<file path="src/rtl/jlc_pkg.sv">
package jlc_pkg;

  localparam logic [5:0] OP_SPECIAL = 6'h00;
  localparam logic [5:0] OP_JUMP    = 6'h02;
  localparam logic [5:0] OP_CALL    = 6'h03;
  localparam logic [5:0] OP_BR_EQ   = 6'h04;
  localparam logic [5:0] OP_BR_NE   = 6'h05;
  localparam logic [5:0] OP_LOAD    = 6'h23;
  localparam logic [5:0] OP_STORE   = 6'h2B;
  localparam logic [5:0] FN_RETREG  = 6'h08;

  typedef enum logic [1:0] {
    WB_ALU  = 2'b00,
    WB_MEM  = 2'b01,
    WB_LINK = 2'b10
  } wb_sel_e;

  typedef enum logic [1:0] {
    DST_NONE = 2'b00,
    DST_RT   = 2'b01,
    DST_RD   = 2'b10,
    DST_RA   = 2'b11
  } dst_sel_e;

  typedef struct packed {
    logic     rf_we;
    dst_sel_e dst;
    wb_sel_e  wb;
    logic     mem_we;
    logic     mem_re;
    logic     br_eq;
    logic     br_ne;
    logic     jump;
    logic     jreg;
  } ctl_t;

endpackage

</file>
<file path="src/rtl/jlc_decode.sv">
module jlc_decode
  import jlc_pkg::*;
(
  input  logic [5:0] opcode_i,
  input  logic [5:0] funct_i,
  output ctl_t       ctl_o
);

  always_comb begin
    ctl_o     = '0;
    ctl_o.dst = DST_NONE;
    ctl_o.wb  = WB_ALU;
    unique casez (opcode_i)
      OP_SPECIAL: begin
        if (funct_i == FN_RETREG) begin
          ctl_o.jreg = 1'b1;
        end else begin
          ctl_o.rf_we = 1'b1;
          ctl_o.dst   = DST_RD;
        end
      end
      OP_JUMP:  ctl_o.jump = 1'b1;
      OP_CALL: begin
        ctl_o.jump  = 1'b1;
        ctl_o.rf_we = 1'b1;
        ctl_o.dst   = DST_RA;
        ctl_o.wb    = WB_LINK;
      end
      OP_BR_EQ: ctl_o.br_eq = 1'b1;
      OP_BR_NE: ctl_o.br_ne = 1'b1;
      6'b001???: begin
        ctl_o.rf_we = 1'b1;
        ctl_o.dst   = DST_RT;
      end
      OP_LOAD: begin
        ctl_o.rf_we  = 1'b1;
        ctl_o.dst    = DST_RT;
        ctl_o.wb     = WB_MEM;
        ctl_o.mem_re = 1'b1;
      end
      OP_STORE: ctl_o.mem_we = 1'b1;
      default: ;
    endcase
  end

endmodule

</file>
<file path="src/rtl/jlc_next_pc.sv">
module jlc_next_pc #(
  parameter int XLEN = 32
) (
  input  logic            clk,
  input  logic            rst_n,
  input  logic [XLEN-1:0] pc_i,
  input  logic [25:0]     jidx_i,
  input  logic [15:0]     imm_i,
  input  logic            br_eq_i,
  input  logic [XLEN-1:0] rs_data_i,
  input  logic            sel_br_eq_i,
  input  logic            sel_br_ne_i,
  input  logic            sel_jump_i,
  input  logic            sel_jreg_i,
  output logic [XLEN-1:0] pc_plus4_o,
  output logic [XLEN-1:0] pc_next_o
);

  localparam int SEXT_W = XLEN - 18;

  logic [XLEN-1:0] jmp_tgt;
  logic [XLEN-1:0] br_tgt;
  logic [XLEN-1:0] seq_or_br;
  logic [XLEN-1:0] imm_or_seq;
  logic            br_taken;

  assign pc_plus4_o = pc_i + XLEN'(4);
  assign jmp_tgt    = {pc_plus4_o[XLEN-1:28], jidx_i, 2'b00};
  assign br_tgt     = pc_plus4_o + {{SEXT_W{imm_i[15]}}, imm_i, 2'b00};
  assign br_taken   = (sel_br_eq_i & br_eq_i) | (sel_br_ne_i & ~br_eq_i);

  // first mux: sequential or branch; second: immediate jump; third: register jump
  assign seq_or_br  = br_taken   ? br_tgt    : pc_plus4_o;
  assign imm_or_seq = sel_jump_i ? jmp_tgt   : seq_or_br;
  assign pc_next_o  = sel_jreg_i ? rs_data_i : imm_or_seq;

  // at most one kind of control transfer is selected per instruction
  AST_ONE_REDIRECT: assert property (@(posedge clk) disable iff (!rst_n)
    $onehot0({sel_jreg_i, sel_jump_i, sel_br_eq_i | sel_br_ne_i}));

endmodule

</file>
<file path="src/rtl/jlc_wb_steer.sv">
module jlc_wb_steer
  import jlc_pkg::*;
#(
  parameter int REG_AW   = 5,
  parameter int LINK_IDX = 31
) (
  input  logic              rst_n,
  input  logic              rf_we_i,
  input  dst_sel_e          dst_i,
  input  wb_sel_e           wb_i,
  input  logic              mem_we_i,
  input  logic              mem_re_i,
  input  logic [REG_AW-1:0] rt_i,
  input  logic [REG_AW-1:0] rd_i,
  output logic              rf_we_o,
  output logic [REG_AW-1:0] rf_waddr_o,
  output logic [1:0]        wb_sel_o,
  output logic              mem_we_o,
  output logic              mem_re_o
);

  localparam logic [REG_AW-1:0] LINK_REG = REG_AW'(LINK_IDX);

  always_comb begin
    unique case (dst_i)
      DST_RT:  rf_waddr_o = rt_i;
      DST_RD:  rf_waddr_o = rd_i;
      DST_RA:  rf_waddr_o = LINK_REG;
      default: rf_waddr_o = '0;
    endcase
  end

  assign wb_sel_o = wb_i;
  assign rf_we_o  = rst_n & rf_we_i;
  assign mem_we_o = rst_n & mem_we_i;
  assign mem_re_o = rst_n & mem_re_i;

endmodule

</file>
<file path="src/rtl/jlc_ctrl_path.sv">
module jlc_ctrl_path
  import jlc_pkg::*;
#(
  parameter int XLEN     = 32,
  parameter int REG_AW   = 5,
  parameter int LINK_IDX = 31
) (
  input  logic              clk,
  input  logic              rst_n,
  input  logic [31:0]       instr_i,
  input  logic              br_eq_i,
  input  logic [XLEN-1:0]   rs_data_i,
  output logic [XLEN-1:0]   pc_o,
  output logic [XLEN-1:0]   pc_next_o,
  output logic              rf_we_o,
  output logic [REG_AW-1:0] rf_waddr_o,
  output logic [1:0]        wb_sel_o,
  output logic              mem_we_o,
  output logic              mem_re_o
);

  localparam logic [XLEN-1:0] PC_RESET = '0;

  ctl_t            ctl;
  logic [XLEN-1:0] pc_q;
  logic [XLEN-1:0] pc_plus4;

  jlc_decode u_decode (
    .opcode_i (instr_i[31:26]),
    .funct_i  (instr_i[5:0]),
    .ctl_o    (ctl)
  );

  jlc_next_pc #(.XLEN(XLEN)) u_next_pc (
    .clk         (clk),
    .rst_n       (rst_n),
    .pc_i        (pc_q),
    .jidx_i      (instr_i[25:0]),
    .imm_i       (instr_i[15:0]),
    .br_eq_i     (br_eq_i),
    .rs_data_i   (rs_data_i),
    .sel_br_eq_i (ctl.br_eq),
    .sel_br_ne_i (ctl.br_ne),
    .sel_jump_i  (ctl.jump),
    .sel_jreg_i  (ctl.jreg),
    .pc_plus4_o  (pc_plus4),
    .pc_next_o   (pc_next_o)
  );

  jlc_wb_steer #(.REG_AW(REG_AW), .LINK_IDX(LINK_IDX)) u_wb_steer (
    .rst_n      (rst_n),
    .rf_we_i    (ctl.rf_we),
    .dst_i      (ctl.dst),
    .wb_i       (ctl.wb),
    .mem_we_i   (ctl.mem_we),
    .mem_re_i   (ctl.mem_re),
    .rt_i       (instr_i[20:16]),
    .rd_i       (instr_i[15:11]),
    .rf_we_o    (rf_we_o),
    .rf_waddr_o (rf_waddr_o),
    .wb_sel_o   (wb_sel_o),
    .mem_we_o   (mem_we_o),
    .mem_re_o   (mem_re_o)
  );

  always_ff @(posedge clk or negedge rst_n) begin
    if (!rst_n) pc_q <= PC_RESET;
    else        pc_q <= pc_next_o;
  end

  assign pc_o = pc_q;

  AST_CALL_LINKS: assert property (@(posedge clk) disable iff (!rst_n)
    (instr_i[31:26] == OP_CALL) |-> (rf_we_o && rf_waddr_o == REG_AW'(LINK_IDX)
      && wb_sel_o == 2'b10 && pc_next_o == {pc_plus4[XLEN-1:28], instr_i[25:0], 2'b00}));

  AST_RETREG_QUIET: assert property (@(posedge clk) disable iff (!rst_n)
    (instr_i[31:26] == OP_SPECIAL && instr_i[5:0] == FN_RETREG)
      |-> (!rf_we_o && !mem_we_o && !mem_re_o && pc_next_o == rs_data_i));

  AST_STORE_NO_RF: assert property (@(posedge clk) disable iff (!rst_n)
    (instr_i[31:26] == OP_STORE) |-> (mem_we_o && !rf_we_o && !mem_re_o));

  AST_PC_FOLLOWS: assert property (@(posedge clk) disable iff (!rst_n)
    1'b1 |=> (pc_o == $past(pc_next_o)));

endmodule

</file>
<file path="config.mk">
export PLATFORM = sky130hd
export DESIGN_NAME = jlc_ctrl_path
export DESIGN_NICKNAME = d
export VERILOG_FILES = /design/src/rtl/jlc_pkg.sv /design/src/rtl/jlc_decode.sv /design/src/rtl/jlc_next_pc.sv /design/src/rtl/jlc_wb_steer.sv /design/src/rtl/jlc_ctrl_path.sv
export SDC_FILE = /design/constraint.sdc
export NUM_CORES = 1
export LEC_CHECK = 0
export BUFFER_PORTS_ARGS = -buffer_cell sky130_fd_sc_hd__buf_4
export CORE_UTILIZATION = 56
export CTS_CLUSTER_SIZE = 14
export DETAILED_ROUTE_END_ITERATION = 12
export PLACE_DENSITY = 0.9
export SYNTH_ARGS = -nofsm -noshare
export SYNTH_HDL_FRONTEND = slang
export SYNTH_SLANG_ARGS = --single-unit
</file>
<file path="constraint.sdc">
create_clock -name clk -period 8.9 [get_ports clk]
set_input_delay 1.78 -clock clk [delete_from_list [all_inputs] [get_ports clk]]
set_output_delay 1.78 -clock clk [all_outputs]
set_load 0.01 [all_outputs]
</file>
## After elaboration in Yosys (flattened, before gate mapping)

Index checks and enable logic that the tools add are counted.

- Bits in registers: 32
- Bits of input ports: 67
- Output and inout bits: 74
- Word-level logic and storage cells: 38

- Add/subtract/negate cells: 2
- Eq/ne operators: 11
- Muxes and demuxes: 14
- Bitwise logic cells: 7
- Reductions and logical operators: 3

Operators by type and width:

| operator | count |
|---|---|
| $mux 32 | 3 |
| $add 32x3->32 const B | 1 |
| $add 32x32->32 | 1 |
| $pmux 5 s3 | 1 |
| $eq 6x2->1 const B | 2 |
| $eq 6x3->1 const B | 2 |
| $eq 6x6->1 const B | 2 |
| $pmux 3 s3 | 1 |
| $mux 1 | 7 |
| $eq 6x4->1 const B | 1 |
| $logic_not 6->1 | 1 |
| $and 1x1->1 | 5 |
| $eq 2x2->1 const B | 2 |
| $pmux 2 s2 | 1 |
| $reduce_or 2->1 | 2 |
| $eq 3x1->1 const B | 1 |
| $mux 3 | 1 |
| $eq 2x1->1 const B | 1 |
| $not 1->1 | 1 |
| $or 1x1->1 | 1 |

## Longest topological paths before layout

- Word-level depth: 7
- Depth in mapped cells: 16
- Depth with buffers taken out: 15

## Cells and area by module

Synthesis repeated with hierarchy kept, for this count alone.

- Cell total of the unflattened synthesis: 554
- Area, all modules: 4194.0 um^2

By module, submodules not included:

| module | instances | cells an instance | area an instance (um^2) | seq. area each (um^2) |
|---|---|---|---|---|
| jlc_next_pc | 1 | 477 | 3136.8 | 0.0 |
| jlc_ctrl_path | 1 | 32 | 800.8 | 800.8 |
| jlc_decode | 1 | 24 | 148.9 | 0.0 |
| jlc_wb_steer | 1 | 21 | 107.6 | 0.0 |

## Worst setup path after synthesis

Ideal clock, no wire load.

- Path type: in2out
- Start point: input port instr_i[0]
- End point: output port pc_next_o[28]
- Arrival time: 4.237 ns
- Required time: 7.120 ns
- Setup slack: 2.883 ns
- Cell stages on the path: 11
- Path buffers: 0
- Path through: ha_1 fa_1 a21o_1 and4b_1 o21a_1 o21ai_1 a211o_1 o21ba_2 o211ai_1 mux2_2 a221oi_1

- Cells in the longest elaborated chain, start to end: 4
- Elaborated cells on any way between the ends: 7
- Classes of those cells: add/sub: 1; eq/ne: 1; mux: 5

RTL lines:

| what | RTL line | RTL |
|---|---|---|
| start, declared | jlc_ctrl_path.sv:10 | `input logic [31:0] instr_i,` |
| $add 32x32->32 / $eq 6x4->1 (equally long branches) | jlc_next_pc.sv:29, jlc_decode.sv:15 |  |
| $mux 32 / $mux 1 (equally long branches) | jlc_next_pc.sv:33, jlc_decode.sv:15 |  |
| $mux 32 / $mux 1 (equally long branches) | jlc_next_pc.sv:34, jlc_decode.sv:13 |  |
| $mux 32 (*) | jlc_next_pc.sv:35 | `assign pc_next_o = sel_jreg_i ? rs_data_i : imm_or_seq;` |
| end, declared | jlc_ctrl_path.sv:14 | `output logic [XLEN-1:0] pc_next_o,` |

Mark *: on every way between the ends. The rest lies on a longest branch, timed or not.

## Final worst setup path

Same ends and word-level chain as after synthesis.

==> results.cfg <==
[logic_synthesis]
synth.largest_area_cell = dfrtp_1
synth.cell_area_um2 = 4090
synth.area.top_cells = dfrtp_1, ha_1, nand2_1
netlist_instances = 557
postSynthRegisterBits = 32
synthesis.yosys.warnings = 0
async_reset_ff_share_pct = 100
yosysUniqueCellTypes = 55
synth-edff-count = 0
postSynthNetCount = 662
yosysTopAreaCellShare_pct = 19.6
avgSynthCellArea_um2 = 7.34
synth_ff_type = dfrtp_1
share_of_synthesized_area_occupied_by_flip_flops_and_latches_pct = 19.6

[drt]
dr.pass1.iters = 5
detail_route.drc_violations = 0
final_antenna_net_count = 0
detailedRoute.firstIterationViolations = 465
vias = 5003
via_per_instance_ratio = 6.42
routed_wl_mm = 14.7
routed_wire_length_per_instance_um = 18.8

[layout]
area_delta_synth_final_pct = 29.7
n_fill_cell = 557
layout.nets = 787
antenna_cells_inserted = 0
drive_gt1_share_pct = 23.6
largest_register_ff_count = 32

[global_routing]
grt_max_degree = 41
grt_pass1_wl_mm = 22.7
first_global_vias = 4692
grt-ovfl-total = 0
grt_antenna_before_repair = 0
grt_use_total_pct = 38.6

[timing]
final_setup_skew_ns = 0.00432
crit_path_time_final_ns = 6.54
final-max-slew-violation-count = 0
timing.hold.ws_ns = 0.544
fin_setup_tns_ns = 0
final_hold_vio_count = 0
fmax_mhz = 153
final.setup.worst_slack_ns = 2.36
rsz_0062_raised_after_global_routing = no
setup_viol = 0
max-slew-margin-rel_pct = 23.4
post_route_fraction_of_the_period_consumed_by_the_critical_path_pct = 73.5
max_slew.worst_pin.slew_ns = 1.15

[power_and_ir_drop]
power_per_cell_area_nw_per_um2 = 300
static-leakage-power_nw = 2.54
power.ir.vdd_worst_mv = 0.235

[floorplan]
floorplan.die.width_um = 87.5
floorplan.die.height_um = 87.5
floorplan.core_area_um2 = 6910
start_util_pct = 59.2
std_cell_rows = 30
die_area_um2 = 7650
i_o_pin_count = 141

[status]
run_status = finished, final reports clean

[critical_path]
timing.critical_path.from_type = input port
biggest_fanout_along_the_worst_timing_path = 3
worst-setup-path-type = input port to output port
end_kind = output port
crit_arrival_ns = 4.76
critical_path_required_ns = 7.12

[place]
pre_cts_ws_ns = 2.43
globalplace.congestion = 1.02
place_hpwl_mm = 11.3
port_buffers = 140

[clock_network]
clkLatencyLatePin_ns = 0.29
clock-root-buffer = clkbuf_8
cts_bufs_inserted = 5
tritoncts = done
post_cts_resized = 0
clock_sink_count = 32
clk_pin_slew_worst_paths_ns = 0.08
clock_tree.htree_level_count = 2
postCtsSetupRepairBufs = 0
cts_buffer_depth = 2
cts_hold_repair.buffers = 0

[run]
drv_cap = 0

[min_path]
min-delay-path-class = flop to flop
[stage by stage]
step / power [mW] / cell area (um^2) / utilization [%] / cells
2_1_floorplan: 1.01 / 4090 / - / 557
3_3_place_gp: 1.38 / 5190 / 75.2 / 771
3_5_place_dp: 1.41 / 5190 / 75.2 / 771
4_1_cts: 1.56 / 5310 / 76.8 / 779
5_1_grt: 1.70 / 5310 / 76.8 / 779
6_report: 1.59 / 5310 / 76.8 / 779
[cells in the mapped netlist (all sizes together) (4+ instances only)]
library cell and number:
nor3 9, nand2 76, a21boi 6, o22ai 6, xnor2 31, nand3 27, dfrtp 32, nor2 42
a21oi 49, mux2i 4, a211oi 4, inv 8, and3 14, a21o 22, ha 37, and2 4
clkbuf 24, or3 5, nand2b 7, and4 4, o21a 4, nand4 13, o21ai 52, a31oi 5
o211ai 11, xor2 17
[power breakdown]
part / leakage [nW] / switching [mW] / internal (mW)
clock: 0.0541 / 0.0612 / 0.0829
combinational: 2.11 / 0.643 / 0.523
sequential: 0.376 / 0.0781 / 0.203
[cell type report]
cell class              count  area, um^2  area share, %
inverters                   8        30.0          0.566
flip-flops and latches     32         801           15.1
clock inverters             3        42.5          0.802
clock buffers               5        68.8           1.30
well taps                  96         120           2.26
multi-input cells         490        3160           59.5
repair buffers            145        1090           20.5
[cell families after synthesis]
| group | share of synthesized area (%) |
|---|---|
| xor gates and xnor gates | 10.3 |
| muxes | 1.53 |
| DFF | 19.6 |
| and+or+nand+nor | 25.7 |
| buffers and inverters | 3.43 |
| AOI/OAI and AO/OA | 27.7 |
| adders and majority gates | 11.8 |
[worst paths after layout]
kind	start	end	slack, ns	cells past startpoint
min in group asynchronous	rst_n	pc_o[1]$_DFF_PN0_	1.43	1
min	pc_o[1]$_DFF_PN0_	pc_o[1]$_DFF_PN0_	0.54	2
min reg2reg	pc_o[1]$_DFF_PN0_	pc_o[1]$_DFF_PN0_	0.54	2
max in group asynchronous	rst_n	pc_o[13]$_DFF_PN0_	7.13	1
max reg2reg	pc_o[4]$_DFF_PN0_	pc_o[29]$_DFF_PN0_	4.66	13
max	instr_i[0]	pc_next_o[28]	2.36	13
[critical path, cell delays in order]
cell	delay, ns
buf_4	0.12
ha_1	0.22
fa_1	0.41
a21o_1	0.19
and4b_1	0.25
o21a_1	0.23
o21ai_1	0.23
a211o_1	0.20
o21ba_2	0.16
o211ai_1	0.11
mux2_2	0.28
a221oi_1	0.36
buf_4	0.20
[layout by cell type (no fill, tap or decap), types with 4 or more instances in the layout]
master	synthesis	final
nand3_1	27	27
buf_4	0	145
nor2_1	42	42
a211oi_1	4	4
nand2_1	76	76
o211ai_1	11	11
nor3_1	9	9
inv_1	8	8
o21ai_0	49	49
and4_1	4	4
xor2_1	17	17
a21oi_1	49	49
nand2b_1	7	7
or3_1	5	5
dfrtp_1	32	32
nand4_1	13	13
mux2i_1	4	4
xnor2_1	31	31
ha_1	37	37
a31oi_1	5	5
o22ai_1	6	6
a21o_1	22	22
and2_1	4	4
o21a_1	4	4
a21boi_0	6	6
and3_1	14	14
clkbuf_8	0	5
[routing by layer]
layer | share of wire, % | track usage (%) | routed length [um] | vias to the layer above
met5 | 0 | 0 | 0 | -
met4 | 2.6 | 12.8 | 376 | 0
met3 | 10 | 7.87 | 1490 | 42
met2 | 46 | 62.1 | 6770 | 310
met1 | 41 | 51.5 | 6020 | 2356
li1 | - | - | - | 2295
No activity file was read; power rests on OpenSTA's default activity.
